**src/rtl/dma_irq_pkg.sv**
```systemverilog
package dma_irq_pkg;
  localparam logic [11:0] OFS_ISTAT   = 12'h070;
  localparam logic [11:0] OFS_IMASK   = 12'h074;
  localparam logic [11:0] OFS_CH_BASE = 12'h080;
  localparam logic [11:0] OFS_DPCR    = 12'h0F0;
  localparam logic [11:0] OFS_DICR    = 12'h0F4;
  localparam int unsigned GO_BIT      = 24;
  localparam int unsigned EN_LSB      = 16;
  localparam int unsigned FLAG_LSB    = 24;
  localparam int unsigned DMA_CAUSE   = 3;

  typedef enum logic [1:0] {
    CH_ADDR = 2'd0,
    CH_BLK  = 2'd1,
    CH_CTRL = 2'd2,
    CH_NONE = 2'd3
  } ch_reg_e;
endpackage

```
**src/rtl/dma_chan_regs.sv**
```systemverilog
module dma_chan_regs
  import dma_irq_pkg::*;
#(
  parameter int unsigned DATA_W = 32
) (
  input  logic              clk_i,
  input  logic              rst_ni,
  input  logic              sel_i,
  input  ch_reg_e           reg_i,
  input  logic              we_i,
  input  logic [DATA_W-1:0] wdata_i,
  input  logic              en_i,
  input  logic              done_i,
  output logic [DATA_W-1:0] rdata_o,
  output logic              start_o
);
  logic [DATA_W-1:0] madr_q, bcr_q, chcr_q;
  logic cond, cond_q;

  always_ff @(posedge clk_i or negedge rst_ni) begin
    if (!rst_ni) begin
      madr_q <= '0;
      bcr_q  <= '0;
      chcr_q <= '0;
    end else begin
      if (we_i && sel_i) begin
        unique case (reg_i)
          CH_ADDR: madr_q <= wdata_i;
          CH_BLK:  bcr_q  <= wdata_i;
          CH_CTRL: chcr_q <= wdata_i;
          default: ;
        endcase
      end
      // engine completion wins over a same-cycle write
      if (done_i) chcr_q[GO_BIT] <= 1'b0;
    end
  end

  assign cond = chcr_q[GO_BIT] & en_i;

  always_ff @(posedge clk_i or negedge rst_ni) begin
    if (!rst_ni) cond_q <= 1'b0;
    else         cond_q <= cond;
  end

  assign start_o = cond & ~cond_q;

  always_comb begin
    rdata_o = '0;
    if (sel_i) begin
      unique case (reg_i)
        CH_ADDR: rdata_o = madr_q;
        CH_BLK:  rdata_o = bcr_q;
        CH_CTRL: rdata_o = chcr_q;
        default: rdata_o = '0;
      endcase
    end
  end


  start_one_cycle_chk: assert property (@(posedge clk_i) disable iff (!rst_ni)
    start_o |=> !start_o);

  done_clears_go_chk: assert property (@(posedge clk_i) disable iff (!rst_ni)
    done_i |=> !chcr_q[GO_BIT]);
endmodule

```
**src/rtl/dma_irq_ctrl.sv**
```systemverilog
module dma_irq_ctrl
  import dma_irq_pkg::*;
#(
  parameter int unsigned DATA_W = 32,
  parameter int unsigned NUM_CH = 7
) (
  input  logic              clk_i,
  input  logic              rst_ni,
  input  logic              wr_istat_i,
  input  logic              wr_imask_i,
  input  logic              wr_dpcr_i,
  input  logic              wr_dicr_i,
  input  logic [DATA_W-1:0] wdata_i,
  input  logic [NUM_CH-1:0] done_i,
  output logic [DATA_W-1:0] istat_o,
  output logic [DATA_W-1:0] imask_o,
  output logic [DATA_W-1:0] dpcr_o,
  output logic [DATA_W-1:0] dicr_o,
  output logic              irq_o
);
  localparam logic [DATA_W-1:0] FLAG_MASK = {{(DATA_W-FLAG_LSB){1'b1}}, {FLAG_LSB{1'b0}}};

  logic [DATA_W-1:0] istat_q, imask_q, dpcr_q, dicr_q;
  logic [DATA_W-1:0] istat_d, dicr_d;
  logic [NUM_CH-1:0] ev;

  assign ev = done_i & dicr_q[EN_LSB +: NUM_CH];

  always_comb begin
    istat_d = istat_q;
    if (wr_istat_i) istat_d = istat_q & imask_q & wdata_i;
    if (|ev) istat_d[DMA_CAUSE] = 1'b1;
  end

  always_comb begin
    dicr_d = dicr_q;
    if (wr_dicr_i) dicr_d = (wdata_i & ~FLAG_MASK) | (dicr_q & FLAG_MASK & ~wdata_i);
    dicr_d[FLAG_LSB +: NUM_CH] = dicr_d[FLAG_LSB +: NUM_CH] | ev;
  end

  always_ff @(posedge clk_i or negedge rst_ni) begin
    if (!rst_ni) begin
      istat_q <= '0;
      imask_q <= '0;
      dpcr_q  <= '0;
      dicr_q  <= '0;
    end else begin
      istat_q <= istat_d;
      dicr_q  <= dicr_d;
      if (wr_imask_i) imask_q <= wdata_i;
      if (wr_dpcr_i)  dpcr_q  <= wdata_i;
    end
  end

  assign istat_o = istat_q;
  assign imask_o = imask_q;
  assign dpcr_o  = dpcr_q;
  assign dicr_o  = dicr_q;
  assign irq_o   = |(istat_q & imask_q);


  istat_no_set_chk: assert property (@(posedge clk_i) disable iff (!rst_ni)
    (wr_istat_i && ev == '0) |=> (istat_q & ~$past(istat_q)) == '0);

  dma_cause_set_chk: assert property (@(posedge clk_i) disable iff (!rst_ni)
    (|ev) |=> istat_q[DMA_CAUSE]);

  flag_survives_chk: assert property (@(posedge clk_i) disable iff (!rst_ni)
    (|ev) |=> (dicr_q[FLAG_LSB +: NUM_CH] & $past(ev)) == $past(ev));

  irq_rise_chk: assert property (@(posedge clk_i) disable iff (!rst_ni)
    $rose(irq_o) |-> $past((|ev) || wr_imask_i));
endmodule

```
**src/rtl/dma_irq_regs.sv**
```systemverilog
module dma_irq_regs
  import dma_irq_pkg::*;
#(
  parameter int unsigned DATA_W = 32,
  parameter int unsigned ADDR_W = 12,
  parameter int unsigned NUM_CH = 7
) (
  input  logic              clk_i,
  input  logic              rst_ni,
  input  logic [ADDR_W-1:0] addr_i,
  input  logic              we_i,
  input  logic [DATA_W-1:0] wdata_i,
  output logic [DATA_W-1:0] rdata_o,
  input  logic [NUM_CH-1:0] done_i,
  output logic [NUM_CH-1:0] start_o,
  output logic              irq_o
);
  localparam int unsigned WA_W = ADDR_W - 2;

  logic [WA_W-1:0] waddr;
  logic hit_istat, hit_imask, hit_dpcr, hit_dicr;
  logic [DATA_W-1:0] istat, imask, dpcr, dicr;
  logic [DATA_W-1:0] ch_rdata [NUM_CH];
  ch_reg_e ch_reg;

  assign waddr     = addr_i[ADDR_W-1:2];
  assign hit_istat = waddr == WA_W'(OFS_ISTAT >> 2);
  assign hit_imask = waddr == WA_W'(OFS_IMASK >> 2);
  assign hit_dpcr  = waddr == WA_W'(OFS_DPCR >> 2);
  assign hit_dicr  = waddr == WA_W'(OFS_DICR >> 2);
  assign ch_reg    = ch_reg_e'(addr_i[3:2]);

  dma_irq_ctrl #(.DATA_W(DATA_W), .NUM_CH(NUM_CH)) i_ctrl (
    .clk_i      (clk_i),
    .rst_ni     (rst_ni),
    .wr_istat_i (we_i & hit_istat),
    .wr_imask_i (we_i & hit_imask),
    .wr_dpcr_i  (we_i & hit_dpcr),
    .wr_dicr_i  (we_i & hit_dicr),
    .wdata_i    (wdata_i),
    .done_i     (done_i),
    .istat_o    (istat),
    .imask_o    (imask),
    .dpcr_o     (dpcr),
    .dicr_o     (dicr),
    .irq_o      (irq_o)
  );

  for (genvar n = 0; n < NUM_CH; n++) begin : g_ch
    localparam logic [ADDR_W-5:0] CH_BLOCK = (ADDR_W-4)'((OFS_CH_BASE >> 4) + n);
    logic sel;
    assign sel = addr_i[ADDR_W-1:4] == CH_BLOCK;

    dma_chan_regs #(.DATA_W(DATA_W)) i_chan (
      .clk_i   (clk_i),
      .rst_ni  (rst_ni),
      .sel_i   (sel),
      .reg_i   (ch_reg),
      .we_i    (we_i),
      .wdata_i (wdata_i),
      .en_i    (dpcr[4*n+3]),
      .done_i  (done_i[n]),
      .rdata_o (ch_rdata[n]),
      .start_o (start_o[n])
    );
  end

  always_comb begin
    rdata_o = '0;
    if (hit_istat) rdata_o = istat;
    if (hit_imask) rdata_o = imask;
    if (hit_dpcr)  rdata_o = dpcr;
    if (hit_dicr)  rdata_o = dicr;
    for (int n = 0; n < NUM_CH; n++) rdata_o = rdata_o | ch_rdata[n];
  end


  start_needs_go_chk: assert property (@(posedge clk_i) disable iff (!rst_ni)
    (|start_o) |-> $past(we_i));
endmodule

```
**config.mk**
```make
export PLATFORM = sky130hd
export DESIGN_NAME = dma_irq_regs
export DESIGN_NICKNAME = d
export VERILOG_FILES = /design/src/rtl/dma_irq_pkg.sv /design/src/rtl/dma_chan_regs.sv /design/src/rtl/dma_irq_ctrl.sv /design/src/rtl/dma_irq_regs.sv
export SDC_FILE = /design/constraint.sdc
export NUM_CORES = 1
export LEC_CHECK = 0
export CORE_UTILIZATION = 35
export CTS_CLUSTER_SIZE = 12
export DETAILED_ROUTE_END_ITERATION = 10
export GPL_ROUTABILITY_DRIVEN = 0
export SLEW_MARGIN = 30
export SYNTH_ARGS = -nofsm -noshare
export SYNTH_HDL_FRONTEND = slang
export SYNTH_SLANG_ARGS = --single-unit
```
**constraint.sdc**
```tcl
create_clock -name clk_i -period 3.51 [get_ports clk_i]
set_clock_uncertainty 0.15 [all_clocks]
set_input_delay 0.5265 -clock clk_i [delete_from_list [all_inputs] [get_ports clk_i]]
set_output_delay 0.5265 -clock clk_i [all_outputs]
set_load 0.01 [all_outputs]
```
==> impl_metrics.yaml <==
run_status:
  outcome: "finished with violations"
  violations: "design-rule violations"
floorplan:
  start_util: 0.3546
  io_pins: 94
  die_h_um: 329.3
  fp-row-count: 119
  die_x_um: 329.3
  dieArea_um2: 108400
  coreArea_um2: 105700
cts:
  cts_tree: "yes"
  cts.sinks: 807
  worstSkewPairLatency_ns: 0.66
  cts_buffer_depth: 3
  root_buffer: "clkbuf_16"
  clkTransAtPathRegs_ns: 0.06
  htreeDepth: 3
  cts_buffers: 87
power:
  power.leakage_nw: 21.61
  peakVddDrop_mv: 0.3343
  p_sw_mw: 4.660
  comb_power_share: 0.063
  swShare: 0.2359
  seq_power_share: 0.483
  clkPwrFrac: 0.454
  internal-power_mw: 15.09
  powerDensity_nw_per_um2: 440.7
synthesis:
  ys_seq_area_frac: 0.5387
  synth_cells: 2883
  synth_nets: 2937
  synth_simple_gate_area_frac: 0.04399
  synth_top_family_by_area: "multiplexers"
  synthMuxAreaShare: 0.3017
  syn-cell-area_um2: 37490
  yosys.cell_types.count: 53
  syn_avg_cell_area_um2: 13.00
  ys_ff_latch: 807
  ys.flop_type: "dfrtp_1"
  synthArstFlopShare: 1.000
  synth_edf_count: 0
  synth_compound_area_frac: 0.08447
  yosys_warnings: 0
  synth-adder-area-share: 0
  synth-xor-area-share: 0
worst_hold_path:
  min_path_type: "input pin to flip-flop"
  holdCritStartpoint: "wdata_i[27]"
timing:
  final.min_clock_period_ns: 3.462
  slew_viol_final: 0
  hold_viol_final: 0
  fmax_mhz: 288.8
  max_slew_margin: 0.3499
  setup_viol: 0
  worst_pin_slew_ns: 0.9722
  finalCritPeriodShare: 0.9865
  rsz0062_at_grt: "false"
critical_path:
  critPathKind: "input pin to primary output"
  r2r-start: "i_ctrl.dicr_o[20]"
  cp-startpoint: "addr_i[2]"
  worstPathRequired_ns: 2.83
  cp-start-kind: "input pin"
  critPathArrivalTime_ns: 2.79
  crit_path_end_kind: "primary output"
  worstPathMaxFanout: 19
global_routing:
  antenna_found_initial: 3
  grt.total_usage: 0.2189
  grt_max_degree: 104
  grt_pass1_vias: 25854
  overflow: 0
  grt_pass1_wl_um: 176000
placement:
  placed_area_um2: 41640
  port_buffers: 91
  hpwl_um: 74270
final_layout:
  final_nets: 3091
  utilization: 0.4239
  syn2layout_area_growth_pct: 19.54
  final_cell_mix: "863 x mux2_2, 807 x dfrtp_1, 164 x buf_4, 150 x mux2i_1, 98 x a221oi_1"
  fillers: 9822
  stdcell_area_um2: 44810
  layout_commonest_cell: "mux2_2"
  final_layout_size_suffix_gt1_frac: 0.4294
detailed_routing:
  vias_per_cell: 5.629
  dr_total_vias: 25292
  drc: 20
  routedWlPerCell_um: 26.20
  drtIter0Drc: 2116
  drtAntennaViolNets: 0
  dr.pass1.iters: 9
  drt-total-wl_um: 117700
run:
  timing.max_cap.violations: 0
-- area by class of cell --
class,instances,area [um2],area share
clock inverters,13,141.4,0.003155
repair buffers,341,3616,0.08069
clock buffers,136,2595,0.05791
diodes,5,12.51,0.0002792
inverters,5,22.52,0.0005026
multi-input cells,1795,16490,0.3680
well taps,1391,1740,0.03884
flip-flops and latches,807,20190,0.4506
-- stage by stage --
step           setup slack [ns]  setup TNS, ns  instances  hold slack (ns)  total power [mW]
6_report                0.04753              0       4493           0.2099             19.75
5_1_grt                0.008618              0       4488           0.2352             20.41
4_1_cts                 0.01444              0       4488           0.2235             19.94
3_5_place_dp            -0.8354         -19.76       4314           0.3164             10.95
3_3_place_gp            -0.9183         -21.17       4314           0.3067             10.94
2_1_floorplan            0.4073              0       2883          0.08091             10.25
-- cell families after synthesis --
logic type,after synthesis
flip-flops,807
buffers and inverters,281
multiplexers,1020
AO/OA/AOI/OAI,433
AND/OR/NAND/NOR,342
-- registers in the layout, summed over array words and instances (netlist names) --
name	flops
i_ctrl.dicr_o	32
g_ch.i_chan.bcr_q	224
g_ch.i_chan.madr_q	224
i_ctrl.dpcr_o	32
i_ctrl.istat_o	32
g_ch.i_chan.cond_q	7
g_ch.i_chan.chcr_q	224
i_ctrl.imask_o	32
-- worst max-delay path: stages --
cell           delay [ns]
buf_8                0.23
buf_4                0.31
buf_4                0.29
mux2i_1              0.39
nor2_1               0.10
a221oi_2             0.32
o211ai_1             0.23
dlygate4sd2_1        0.34
-- path summary, 6_finish.rpt --
check	end	slack, ns	depth (start not counted)
min reg2reg	g_ch[0].i_chan.bcr_q[24]	0.33	2
max reg2reg	i_ctrl.istat_o[3]	2.11	2
min in group asynchronous	g_ch[2].i_chan.bcr_q[22]	0.27	2
max	rdata_o[16]	0.05	8
min	i_ctrl.istat_o[27]	0.21	3
max in group asynchronous	g_ch[3].i_chan.bcr_q[13]	1.82	3
-- metal layers --
layer	vias to the layer above	global-route usage	wire, um
li1	10972	-	-
met1	13440	0.3043	52260
met2	704	0.3436	54640
met3	174	0.04179	7254
met4	2	0.07005	3548
met5	-	0	13
-- power groups by stage --
stage	Sequential, mW	Combinational, mW	Clock (mW)
2_1_floorplan	9.68	0.571	0
3_3_place_gp	9.70	1.24	0
3_5_place_dp	9.71	1.24	0
4_1_cts	9.54	1.26	9.14
5_1_grt	9.55	1.34	9.51
6_report	9.54	1.25	8.96
-- synthesized netlist by cell type (4+ instances only) --
cell | n | area [um2]
buf_4 | 7 | 52.55
or3_1 | 4 | 25.02
o22ai_1 | 12 | 75.07
nor2b_1 | 14 | 87.58
a211o_1 | 7 | 61.31
a221oi_1 | 105 | 919.6
buf_1 | 25 | 93.84
o21ai_0 | 71 | 355.3
buf_2 | 70 | 350.3
o211ai_1 | 12 | 90.09
or4_1 | 9 | 67.56
nand3_1 | 43 | 215.2
a31oi_1 | 4 | 25.02
a21oi_1 | 60 | 300.3
mux2_2 | 863 | 9718
a22oi_1 | 45 | 337.8
o2bb2ai_1 | 44 | 385.4
nor3_1 | 45 | 225.2
and2_1 | 15 | 93.84
mux2i_1 | 150 | 1501
nand4_1 | 10 | 62.56
a21boi_0 | 32 | 240.2
mux2_1 | 6 | 67.56
dfrtp_1 | 807 | 20190
o221ai_1 | 9 | 78.83
and3_1 | 5 | 31.28
a22o_1 | 11 | 96.34
clkbuf_1 | 174 | 653.1
nor2_1 | 80 | 300.3
nand3b_1 | 9 | 67.56
a221o_1 | 7 | 70.07
nand2_1 | 93 | 349.1
-- timing repair --
| action | in CTS | in global routing |
|---|---|---|
| gates cloned | 2 | 0 |
| hold endpoints to repair | 23 | 0 |
| setup buffers | 23 | 0 |
| pin swaps | 23 | 3 |
| gates resized for setup | 146 | 8 |
| endpoints found under the setup margin | 33 | 6 |
| hold buffers | 1 | 0 |
No activity file was read; power rests on OpenSTA's default activity.
